## src/rtl/cdt_pkg.sv

```systemverilog
package cdt_pkg;

   // Counting behaviour selected by the mode input
   typedef enum logic [1:0] {
      CDT_PERIODIC  = 2'd0,
      CDT_SPLIT     = 2'd1,
      CDT_ACCUM     = 2'd2,
      CDT_CAPTURE   = 2'd3
   } cdt_mode_e;

   // Channel sequencing state
   typedef enum logic [1:0] {
      CS_WAIT = 2'd0,
      CS_RUN  = 2'd1,
      CS_HALT = 2'd2
   } cdt_state_e;

endpackage

```

## src/rtl/cdt_trig_edge.sv

```systemverilog
module cdt_trig_edge (
   input  logic clk,
   input  logic rst_n,
   input  logic trig_in,
   output logic trig_evt
);

   logic trig_q;

   always_ff @(posedge clk or negedge rst_n) begin
      if (!rst_n) trig_q <= 1'b0;
      else        trig_q <= trig_in;
   end

   // one event per low-to-high transition
   assign trig_evt = trig_in & ~trig_q;

endmodule

```

## src/rtl/cdt_ctrl.sv

```systemverilog
module cdt_ctrl
   import cdt_pkg::*;
(
   input  logic       clk,
   input  logic       rst_n,
   input  logic       en,
   input  logic [1:0] mode,
   input  logic       chain_en,
   input  logic       chain_tick,
   input  logic       start_on_trig,
   input  logic       reload_on_trig,
   input  logic       stop_on_timeout,
   input  logic       trig_evt,
   input  logic       cnt_zero,
   output logic       load_req,
   output logic       dec_req,
   output logic       cap_req,
   output logic       run_st,
   output logic       en_q,
   output logic       expire_q
);

   cdt_mode_e  md;
   cdt_state_e st_q, st_d;
   logic       en_rise, tick, expire;

   assign md      = cdt_mode_e'(mode);
   assign en_rise = en & ~en_q;

   // step qualifier: accumulate steps on triggers, otherwise clock or chain
   always_comb begin
      if (md == CDT_ACCUM) tick = trig_evt;
      else if (chain_en)   tick = chain_tick;
      else                 tick = 1'b1;
   end

   always_comb begin
      st_d     = st_q;
      load_req = 1'b0;
      dec_req  = 1'b0;
      cap_req  = 1'b0;
      expire   = 1'b0;
      if (en_rise) begin
         load_req = 1'b1;
         st_d     = (start_on_trig || md == CDT_ACCUM) ? CS_WAIT : CS_RUN;
      end else if (en) begin
         unique case (st_q)
            CS_WAIT: begin
               if (trig_evt) begin
                  load_req = 1'b1;
                  st_d     = CS_RUN;
               end
            end
            CS_RUN: begin
               cap_req = (md == CDT_CAPTURE) && trig_evt;
               if (reload_on_trig && trig_evt && md != CDT_ACCUM) begin
                  load_req = 1'b1;
               end else if (tick) begin
                  if (cnt_zero) begin
                     expire   = 1'b1;
                     load_req = 1'b1;
                     if (stop_on_timeout) st_d = CS_HALT;
                  end else begin
                     dec_req = 1'b1;
                  end
               end
            end
            default: ;
         endcase
      end
   end

   always_ff @(posedge clk or negedge rst_n) begin
      if (!rst_n) begin
         st_q     <= CS_WAIT;
         en_q     <= 1'b0;
         expire_q <= 1'b0;
      end else begin
         st_q     <= st_d;
         en_q     <= en;
         expire_q <= expire;
      end
   end

   assign run_st = (st_q == CS_RUN);

endmodule

```

## src/rtl/cdt_counter.sv

```systemverilog
module cdt_counter
   import cdt_pkg::*;
#(
   parameter int CNT_W = 32
) (
   input  logic             clk,
   input  logic             rst_n,
   input  logic [1:0]       mode,
   input  logic [CNT_W-1:0] load_val,
   input  logic             load_req,
   input  logic             dec_req,
   input  logic             cap_req,
   output logic [CNT_W-1:0] count,
   output logic [CNT_W-1:0] cap_val,
   output logic             cnt_zero
);

   localparam int HALF_W = CNT_W / 2;
   localparam int LANES  = 2;

   cdt_mode_e        md;
   logic [CNT_W-1:0] reload_src, full_nxt, split_nxt, step_nxt;
   logic             lo_zero;

   assign md         = cdt_mode_e'(mode);
   assign reload_src = (md == CDT_CAPTURE) ? {CNT_W{1'b1}} : load_val;
   assign full_nxt   = count - 1'b1;
   assign lo_zero    = (count[HALF_W-1:0] == '0);
   assign cnt_zero   = (count == '0);

   // split mode: low lane is the fast stage, high lane counts its underflows
   for (genvar g = 0; g < LANES; g++) begin : g_lane
      logic [HALF_W-1:0] seg;
      assign seg = count[g*HALF_W +: HALF_W];
      if (g == 0) begin : g_fast
         assign split_nxt[g*HALF_W +: HALF_W] =
            (seg == '0) ? load_val[g*HALF_W +: HALF_W] : seg - 1'b1;
      end else begin : g_slow
         assign split_nxt[g*HALF_W +: HALF_W] = lo_zero ? seg - 1'b1 : seg;
      end
   end

   assign step_nxt = (md == CDT_SPLIT) ? split_nxt : full_nxt;

   always_ff @(posedge clk or negedge rst_n) begin
      if (!rst_n) begin
         count   <= '0;
         cap_val <= '0;
      end else begin
         if (load_req)     count <= reload_src;
         else if (dec_req) count <= step_nxt;
         if (cap_req)      cap_val <= ~count;
      end
   end

endmodule

```

## src/rtl/cdt_channel.sv

```systemverilog
module cdt_channel
   import cdt_pkg::*;
#(
   parameter int CNT_W = 32
) (
   input  logic             clk,
   input  logic             rst_n,
   input  logic             en,
   input  logic [1:0]       mode,
   input  logic [CNT_W-1:0] load_val,
   input  logic             chain_en,
   input  logic             start_on_trig,
   input  logic             reload_on_trig,
   input  logic             stop_on_timeout,
   input  logic             trig_in,
   input  logic             chain_tick,
   output logic [CNT_W-1:0] count,
   output logic [CNT_W-1:0] cap_val,
   output logic             timeout_pulse,
   output logic             flag_set
);

   if (CNT_W < 4 || (CNT_W % 2) != 0) begin : g_bad_width
      $error("cdt_channel: CNT_W must be even and at least 4");
   end

   logic trig_evt_w, load_w, dec_w, cap_w, run_w, en_q_w, expire_w, zero_w;

   cdt_trig_edge u_edge (
      .clk      (clk),
      .rst_n    (rst_n),
      .trig_in  (trig_in),
      .trig_evt (trig_evt_w)
   );

   cdt_ctrl u_ctrl (
      .clk             (clk),
      .rst_n           (rst_n),
      .en              (en),
      .mode            (mode),
      .chain_en        (chain_en),
      .chain_tick      (chain_tick),
      .start_on_trig   (start_on_trig),
      .reload_on_trig  (reload_on_trig),
      .stop_on_timeout (stop_on_timeout),
      .trig_evt        (trig_evt_w),
      .cnt_zero        (zero_w),
      .load_req        (load_w),
      .dec_req         (dec_w),
      .cap_req         (cap_w),
      .run_st          (run_w),
      .en_q            (en_q_w),
      .expire_q        (expire_w)
   );

   cdt_counter #(.CNT_W(CNT_W)) u_cnt (
      .clk      (clk),
      .rst_n    (rst_n),
      .mode     (mode),
      .load_val (load_val),
      .load_req (load_w),
      .dec_req  (dec_w),
      .cap_req  (cap_w),
      .count    (count),
      .cap_val  (cap_val),
      .cnt_zero (zero_w)
   );

   assign timeout_pulse = expire_w;
   assign flag_set      = expire_w;

endmodule

```

## config.mk

```make
export PLATFORM = sky130hd
export DESIGN_NAME = cdt_channel
export DESIGN_NICKNAME = d
export VERILOG_FILES = /design/src/rtl/cdt_pkg.sv /design/src/rtl/cdt_trig_edge.sv /design/src/rtl/cdt_ctrl.sv /design/src/rtl/cdt_counter.sv /design/src/rtl/cdt_channel.sv
export SDC_FILE = /design/constraint.sdc
export NUM_CORES = 1
export LEC_CHECK = 0
export BUFFER_PORTS_ARGS = -buffer_cell sky130_fd_sc_hd__buf_2
export CAP_MARGIN = 20
export CORE_MARGIN = 2
export CORE_UTILIZATION = 54
export CTS_BUF_LIST = sky130_fd_sc_hd__clkbuf_8
export CTS_CLUSTER_SIZE = 8
export DETAILED_ROUTE_END_ITERATION = 8
export GPL_TIMING_DRIVEN = 0
export PLACE_DENSITY = 0.82
export SLEW_MARGIN = 5
export SYNTH_ARGS = -nofsm -noshare
export SYNTH_HDL_FRONTEND = slang
export SYNTH_HIERARCHICAL = 1
export SYNTH_SLANG_ARGS = --single-unit
```

## constraint.sdc

```tcl
create_clock -name clk -period 3.6 [get_ports clk]
set_input_delay 0.18 -clock clk [delete_from_list [all_inputs] [get_ports clk]]
set_output_delay 0.18 -clock clk [all_outputs]
set_load 0.01 [all_outputs]
```

==> flow_metrics.tcl, run 1 <==
set metrics [dict create \
    status "completed" \
    drive_above_1_share_pct 32.8 \
    cts_made_buffers 9 \
    first_iter_violations 338 \
    dr.pass1.iters 5 \
    synth_edf_count 0 \
    area_delta_synth_final_pct 25.5 \
    ys.flop_type "dfrtp_1" \
    overflow 0 \
    final_cell_mix "buf_2 (114), dfrtp_1 (69), inv_1 (38)" \
    crit_path_cell_trace "inv_1 -> ha_1 -> nor4b_1 -> and2_1 -> and3_2 -> nand2_1 -> o31a_1 -> a21oi_4 -> clkbuf_4 -> clkbuf_4 -> a31oi_1 -> a31oi_1 -> o21ai_0" \
    root_buffer "clkbuf_8" \
    clk_pin_slew_ns 0.07 \
    powerDensity_nw_per_um2 446 \
    crit_path_start_kind "register" \
    wl_per_cell_um 18.1 \
    synth_adder_area_share_pct 0.641 \
    whs_ns 0.0313 \
    gp_congestion 0.976 \
    grt_max_degree 70 \
    async_flop_share_pct 100 \
    start_util_pct 54.7 \
    fin_area_um2 4900 \
    synth-compound-area-share_pct 17.3 \
    synthXorXnorAreaFrac_pct 2.69 \
    grt_pass1_wl_um 18200 \
    nFillCells 615 \
    vias_per_cell 6.00 \
    synthSimpleGateAreaFrac_pct 20.9 \
    yosys.area.top_type_share_pct 44.2 \
    relSlewSlack_pct 50.6 \
    endpoint_kind "register" \
    skew_ns 0.00747 \
    std_cell_rows 31 \
    slew_viol_final 0 \
    hold_violations 0 \
    final_common_cell "buf_2" \
    drc 0 \
    yosysWarnings 6 \
    hp-class "in -> reg" \
    cp_max_fo 10 \
    numPortBuffers 108 \
    synthTopCellsByArea "dfrtp_1 (44%), mux2i_1 (6.7%), inv_1 (3.5%)" \
    dpl.hpwl_um 8320 \
    synth_top_family_by_area "simple AND/OR/NAND/NOR gates" \
    antenna_found_initial 0 \
    routed_wl_um 11400 \
    required_ns 3.81 \
    syn_area_um2 3910 \
    synth-seq-area-share_pct 44.2 \
    timing.final.crit_period_ns 3.55 \
    critPathMaxStageDelay_ns 0.51 \
    ctsLongestPathBuffers 2 \
    synth_cell_types 68 \
    clkSinkCount 69 \
    worst_pin_slew_ns 0.740 \
    synth_cells 404 \
    cts_tree "built" \
    io_pins 109 \
    die_w_um 89.1 \
    grt_usage_pct 29.8 \
    rsz0062_at_grt "true" \
    muxShareOfSynthArea_pct 8.68 \
    core_um2 7140 \
    dieArea_um2 7930 \
    ir_drop_mv 0.266 \
    rrSetupSlack_ns 0.05 \
    critPathKind "reg -> reg" \
    clk_latency_ns 0.34 \
    p_total_uw 2190 \
    setup_viol 0 \
    syn-num-nets 449 \
    synth_top_cell_by_area "dfrtp_1" \
    slowest_stage "nor4b_1" \
    antenna_cells 0 \
    fmax_mhz 282 \
    die_h_um 89.1 \
    postRouteAntennaNets 0 \
    postPlaceCellArea_um2 4600 \
    vias 3777 \
    htree_levels 3 \
    syn_area_per_cell_um2 9.67 \
    leakagePower_uw 0.00215 \
    synth_seq_cells 69 \
    worstPathArrival_ns 3.76 \
    drv_cap 0 \
    grt_pass1_vias 3601 \
    timing.final.crit_share_pct 98.7 \
    fin_nets 572 \
]
## routing by layer
layer | GRT usage, % | vias up | part of all wire, %
met2 | 47.5 | 178 | 48
met5 | 0 | - | 0
met4 | 11.7 | 0 | 2.2
li1 | - | 1726 | -
met3 | 4.06 | 25 | 6.4
met1 | 41.5 | 1848 | 43
## what timing repair did
| action | in CTS | in global routing |
|---|---|---|
| resized for setup | 15 | 13 |
| setup endpoints to repair | 31 | 31 |
| pin swaps | 0 | 1 |
| hold buffers | 2 | 0 |
| endpoints found under the hold margin | 70 | 0 |
| buffers inserted | 0 | 1 |
| cloned | 0 | 0 |
## cells by family (layout without fill, tap and decap cells)
group           Yosys count  after routing
mux                      33             33
buf+inv                  56            183
fa+ha+maj                 2              2
flops                    69             69
simple gates            135            135
xor+xnor                 12             12
compound gates           97             97
## critical path, delay by kind of cell, from the launching register on
| kind | cells | cell delay (ns) |
|---|---|---|
| adder cells (fa/ha/maj) | 1 | 0.29 |
| flip-flops | 1 | 0.44 |
| AND/OR/NAND/NOR | 4 | 1.17 |
| AO/OA/AOI/OAI | 5 | 0.89 |
| buffers and inverters | 3 | 0.63 |
## Yosys cell counts (all sizes together), types with 5 or more instances
cell    instances
and2            6
nor4b           7
mux2            7
nor2           30
a211oi          9
a31oi           8
a311oi          7
nand4           5
inv            36
and3            6
clkbuf         12
nor2b           5
nand3           6
nor3           14
nand2b          7
mux2i          26
buf             6
a21oi          22
o21ai          18
nor4           10
nand2          20
xor2            6
xnor2           6
or3             8
dfrtp          69
## area by class of cell
type | instances | area, um^2 | share of cell area (%)
Clock inverter | 3 | 12.5 | 0.255
Sequential cell | 69 | 1730 | 35.2
Inverter | 38 | 149 | 3.04
Buffer | 18 | 87.6 | 1.79
Clock buffer | 12 | 165 | 3.37
Timing Repair Buffer | 112 | 598 | 12.2
Tap cell | 99 | 124 | 2.53
Multi-Input combinational cell | 279 | 2040 | 41.6
## power breakdown
| part | leakage (uW) | internal, uW | switching [uW] |
|---|---|---|---|
| combinational | 0.00130 | 249 | 315 |
| clock | 0.000101 | 297 | 278 |
| sequential | 0.000746 | 904 | 146 |
| total | 0.00215 | 1450 | 739 |
## final timing paths
kind | startpoint | endpoint | cells past startpoint
min | en | u_ctrl/en_q | 1
max | u_cnt/count[1] | u_cnt/count[15] | 13
min in group asynchronous | rst_n | u_cnt/cap_val[8] | 3
max reg2reg | u_cnt/count[1] | u_cnt/count[15] | 13
min reg2reg | u_cnt/count[30] | u_cnt/cap_val[30] | 1
max in group asynchronous | rst_n | u_cnt/count[5] | 3
## registers in the layout, summed over array words and instances (netlist names)
signal	cells
u_ctrl/st_q	2
u_ctrl/en_q	1
u_cnt/cap_val	32
u_edge/trig_q	1
u_cnt/count	32
u_ctrl/expire_q	1
## metrics by stage
step	util (%)	TNS [ns]	instances	setup slack, ns
6_report	68.7	0	630	0.0485
5_1_grt	68.7	-0.0226	630	-0.0117
4_1_cts	67.9	0	629	0.0218
3_5_place_dp	64.5	-7.12	612	-0.417
3_3_place_gp	64.0	-4.25	611	-0.357
2_1_floorplan	-	0	404	0.409
Power figures use the tool's default switching activity.
==> run 2, diff against run 1 <==
--- a/config.mk
+++ b/config.mk
@@ -5,7 +5,7 @@
 export SDC_FILE = /design/constraint.sdc
 export NUM_CORES = 1
 export LEC_CHECK = 0
-export BUFFER_PORTS_ARGS = -buffer_cell sky130_fd_sc_hd__buf_2
+export BUFFER_PORTS_ARGS = -buffer_cell sky130_fd_sc_hd__buf_4
 export CAP_MARGIN = 20
 export CORE_MARGIN = 2
 export CORE_UTILIZATION = 54
==> run 2 against run 1 <==
Routed wire length grew 2.5%. Non-clock buffer count rose by 2. Combinational power rose by 14%.
==> flow_metrics.tcl, run 2 (synthesis gave the netlist of run 1 again) <==
set metrics [dict create \
    rsz0062_at_grt "true" \
    slowest_stage "or4_1" \
    drc 0 \
    drv_cap 0 \
    critPathMaxStageDelay_ns 0.60 \
    dr.pass1.iters 5 \
    r2r-end "u_cnt/count[4]" \
    min_to "u_cnt/count[8]" \
    setup_viol 0 \
    cts_made_buffers 9 \
    antenna_cells 0 \
    hp-class "in -> reg" \
    worst_pin_slew_ns 0.890 \
    gp_congestion 0.951 \
    status "completed" \
    seqCellArea_um2 1730 \
    cp_num_buf_inv 1 \
    grt_pass1_vias 3567 \
    dieArea_um2 7930 \
    cp-startpoint "u_cnt/count[26]" \
    routed_wl_um 11700 \
    worstPathArrival_ns 3.65 \
    reg_top3 "u_cnt/cap_val (32), u_cnt/count (32), u_ctrl/st_q (2)" \
    grt_pass1_wl_um 18200 \
    root_buffer "clkbuf_8" \
    required_ns 3.79 \
    timing.final.crit_period_ns 3.46 \
    tns_ns 0 \
    postRouteAntennaNets 0 \
    clkSinkCount 69 \
    first_iter_violations 285 \
    grt_max_degree 70 \
    multi_input_area_um2 2030 \
    fmax_mhz 289 \
    die_w_um 89.1 \
    clk_pin_slew_ns 0.07 \
    start_util_pct 54.7 \
    std_cell_rows 31 \
    postPlaceCellArea_um2 4840 \
    min_path_cells 2 \
    die_h_um 89.1 \
    worstHoldStart "load_val[8]" \
    fin_area_um2 5150 \
    r2r_start "u_cnt/count[26]" \
    crit_path_start_kind "register" \
    vias 3787 \
    crit_path_cell_trace "or4_1 -> nor4_4 -> and3_1 -> and3_2 -> nand2_1 -> o31a_1 -> a21oi_4 -> a21bo_2 -> buf_2 -> o21ai_0 -> o311ai_0" \
    layout_setup_ws_ns 0.142 \
    drive_above_1_share_pct 32.5 \
    numPortBuffers 108 \
    grt_usage_pct 30.1 \
    antenna_found_initial 0 \
    wl_per_cell_um 18.5 \
    area_delta_synth_final_pct 31.8 \
    io_pins 109 \
    slew_viol_final 0 \
    relSlewSlack_pct 40.7 \
    leakagePower_uw 0.00224 \
    critPathKind "reg -> reg" \
    clk_latency_ns 0.35 \
    nFillCells 590 \
    skew_ns 0.0100 \
    final_common_cell "buf_4" \
    critPathTopFamily "simple AND/OR/NAND/NOR gates" \
    final_cell_mix "buf_4 (114), dfrtp_1 (69), inv_1 (37)" \
    cts_tree "built" \
    powerDensity_nw_per_um2 438 \
    hold_violations 0 \
    timing.final.crit_share_pct 96.1 \
    r2r_cells 11 \
    ctsLongestPathBuffers 2 \
    dpl.hpwl_um 8330 \
    ir_drop_mv 0.274 \
    endpoint_kind "register" \
    fin_nets 574 \
    rrSetupSlack_ns 0.14 \
    htree_levels 3 \
    overflow 0 \
    core_um2 7140 \
    cp_max_fo 10 \
    whs_ns 0.0594 \
    vias_per_cell 5.99 \
    path_depth 11 \
    place_ws_ns -0.479 \
]
## run 2: cell count changes in the layout (fill, tap and decap cells not counted), moves of 2 or more
| cell | before | now |
|---|---|---|
| clkinvlp_4 | 0 | 2 |
| a21oi_2 | 3 | 1 |
| nor4b_2 | 1 | 3 |
| a21oi_1 | 18 | 20 |
| buf_2 | 114 | 6 |
| clkbuf_8 | 12 | 10 |
| buf_4 | 3 | 114 |
## run 2: report_power, final
group	switching (uW)	leakage, uW	internal [uW]	total, uW
Combinational	316	0.00141	325	641
Sequential	156	0.000746	904	1060
Clock	292	0.0000853	260	552
Total	765	0.00224	1490	2250
## run 2: cell type report
type / instances / area share (%)
Tap cell: 99 / 2.41
Multi-Input combinational cell: 279 / 39.4
Buffer: 18 / 1.75
Clock inverter: 5 / 0.559
Timing Repair Buffer: 114 / 16.8
Inverter: 38 / 2.89
Clock buffer: 10 / 2.67
Sequential cell: 69 / 33.5
## run 2: layer usage
metal,vias to the layer above,share of wire (%),global-route usage [%]
met3,31,7.7,4.99
met1,1831,42,42.0
met5,-,0,0
met4,0,2.5,13.7
met2,200,48,46.4
li1,1725,-,-
## run 2: per-stage QoR
| stage | util (%) | instances | total power, uW |
|---|---|---|---|
| floorplan | - | 404 | 1340 |
| global placement | 67.8 | 611 | 1670 |
| detailed placement | 67.8 | 611 | 1690 |
| CTS | 71.4 | 629 | 2260 |
| global route | 72.1 | 632 | 2380 |
| finish | 72.1 | 632 | 2250 |
## run 2: worst max path at each step
stage	endpoint	slack, ns
2_1_floorplan	u_cnt/count[15]	0.41
3_3_place_gp	u_cnt/count[29]	-0.36
3_5_place_dp	u_cnt/count[29]	-0.48
4_1_cts	u_cnt/count[4]	-0.03
5_1_grt	u_cnt/count[19]	-0.004
6_report	u_cnt/count[4]	0.14
## run 2: what timing repair did
item	4_1_cts	5_1_grt
buffers inserted	0	3
gates cloned	0	0
hold endpoints to repair	71	0
resized for setup	14	16
pin swaps	0	2
hold buffers	3	0
endpoints found under the setup margin	31	31
==> run 3, diff against run 2 <==
--- a/config.mk
+++ b/config.mk
@@ -12,7 +12,6 @@
 export CTS_BUF_LIST = sky130_fd_sc_hd__clkbuf_8
 export CTS_CLUSTER_SIZE = 8
 export DETAILED_ROUTE_END_ITERATION = 8
-export GPL_TIMING_DRIVEN = 0
 export PLACE_DENSITY = 0.82
 export SLEW_MARGIN = 5
 export SYNTH_ARGS = -nofsm -noshare
==> run 3 against run 2 <==
Global-route usage is 0.21 points lower. Highest routed layer unchanged. Power is 9.6% higher. Combinational power up 2%. Die area stayed put. Critical path type unchanged. Clock-buffer cell count decreased by 1.
==> flow_metrics.tcl, run 3 (synthesis gave the netlist of run 1 again) <==
set metrics [dict create \
    p_int_uw 1700 \
    seqPwrFrac_pct 42.8 \
    drc 0 \
    cts_made_buffers 9 \
    clk_latency_ns 0.35 \
    cp_max_fo 20 \
    die_h_um 89.1 \
    status "completed" \
    critPathKind "reg -> reg" \
    std_cell_rows 31 \
    antenna_cells 0 \
    vias_per_cell 6.01 \
    tns_ns 0 \
    timing.final.crit_period_ns 3.46 \
    hp-class "in -> reg" \
    dpl.hpwl_um 8290 \
    r2r_cells 13 \
    final_cell_mix "buf_4 (125), dfrtp_1 (69), inv_1 (36)" \
    postRouteAntennaNets 0 \
    required_ns 3.81 \
    core_um2 7140 \
    power_frac_clock_pct 30.8 \
    drive_above_1_share_pct 33.3 \
    clk_pin_slew_ns 0.08 \
    io_pins 109 \
    slew_viol_final 0 \
    min_to "u_cnt/count[8]" \
    htree_levels 3 \
    dp_cells 610 \
    routed_wl_um 11700 \
    leakagePower_uw 0.00230 \
    timing.final.crit_share_pct 96.2 \
    numPortBuffers 108 \
    relSlewSlack_pct 41.8 \
    start_util_pct 54.7 \
    first_iter_violations 411 \
    fmax_mhz 289 \
    worst_pin_slew_ns 0.874 \
    fin_cells 630 \
    vias 3787 \
    area_delta_synth_final_pct 34.5 \
    cts_tree "built" \
    power.switching_uw 775 \
    clkSinkCount 69 \
    grt_max_degree 70 \
    postPlaceCellArea_um2 4920 \
    crit_path_start_kind "register" \
    place_ws_ns 0.128 \
    overflow 0 \
    r2r_start "u_cnt/count[26]" \
    min_path_cells 2 \
    endpoint_kind "register" \
    ir_drop_mv 0.319 \
    powerDensity_nw_per_um2 470 \
    grt_pass1_wl_um 17900 \
    fin_area_um2 5250 \
    fin_nets 572 \
    reg_top3 "u_cnt/cap_val (32), u_cnt/count (32), u_ctrl/st_q (2)" \
    layout_setup_ws_ns 0.135 \
    gp_congestion 0.919 \
    antenna_found_initial 0 \
    die_w_um 89.1 \
    final_common_cell "buf_4" \
    ctsLongestPathBuffers 2 \
    worstPathArrival_ns 3.67 \
    dieArea_um2 7930 \
    pwr-share-comb_pct 26.5 \
    grt_pass1_vias 3530 \
    drv_cap 0 \
    skew_ns 0.0100 \
    root_buffer "clkbuf_8" \
    r2r-end "u_cnt/count[19]" \
    hold_violations 0 \
    rrSetupSlack_ns 0.14 \
    wl_per_cell_um 18.6 \
    switching_share_pct 31.4 \
    worstHoldStart "load_val[8]" \
    setup_viol 0 \
    grt_usage_pct 29.9 \
    fin_util_pct 73.6 \
    dr.pass1.iters 5 \
]
run 3: cell count changes in the layout (fill, tap and decap cells not counted), sizes merged:
cell and delta:
clkbuf -8, buf +5, bufinv +3, clkinvlp -2
run 3: critical path, cell delays in order, from the launching register on:
cell and delay (ns):
dfrtp_1 0.43, or4_1 0.60, nor4_4 0.23, and3_4 0.25, and3_2 0.22, nand2_1 0.07, o31a_1 0.34, a21oi_4 0.21
buf_12 0.18, a21bo_1 0.29, nor2_1 0.11, a211oi_1 0.05, o21ai_0 0.17, o311ai_0 0.16
run 3: area by class of cell:
type	instances	area (um^2)
Timing Repair Buffer	130	1010
Multi-Input combinational cell	279	2010
Sequential cell	69	1730
Tap cell	99	124
Inverter	38	143
Clock buffer	9	124
Fill cell	560	1880
Clock inverter	6	113
run 3: per-layer routing:
layer,wire length (um),GRT usage (%),vias up
met2,5580,46.4,228
met4,189,11.1,0
met1,4970,42.5,1815
met5,0,0,-
li1,-,-,1719
met3,966,4.89,25
run 3: timing repair:
action | 4_1_cts | 5_1_grt
hold buffers | 3 | 0
setup buffers | 0 | 1
endpoints found under the setup margin | 0 | 19
endpoints found under the hold margin | 71 | 0
resized for setup | 0 | 7
run 3: how the worst max path moves through the flow:
| stage | slack (ns) | cells after the start | from | end |
|---|---|---|---|---|
| detailed placement | 0.13 | 13 | u_cnt/count[26] | u_cnt/count[19] |
| finish | 0.14 | 13 | u_cnt/count[26] | u_cnt/count[19] |
| global route | -0.03 | 13 | u_cnt/count[25] | u_cnt/count[19] |
| global placement | 0.30 | 13 | u_cnt/count[26] | u_cnt/count[19] |
| floorplan | 0.41 | 12 | u_cnt/count[26] | u_cnt/count[15] |
| CTS | 0.13 | 13 | u_cnt/count[26] | u_cnt/count[19] |
run 3: per-stage QoR:
step,total power [uW],hold WS (ns)
finish,2470,0.0577
global route,2600,0.0452
CTS,2470,0.0485
detailed placement,1700,0.301
global placement,1690,0.302
floorplan,1340,-0.116
run 3: power groups by stage:
| stage | sequential (uW) | combinational, uW | clock (uW) |
|---|---|---|---|
| 5_1_grt | 1080 | 714 | 809 |
| 3_3_place_gp | 1060 | 626 | 0 |
| 4_1_cts | 1050 | 645 | 771 |
| 6_report | 1060 | 654 | 761 |
| 3_5_place_dp | 1070 | 638 | 0 |
| 2_1_floorplan | 1090 | 245 | 0 |
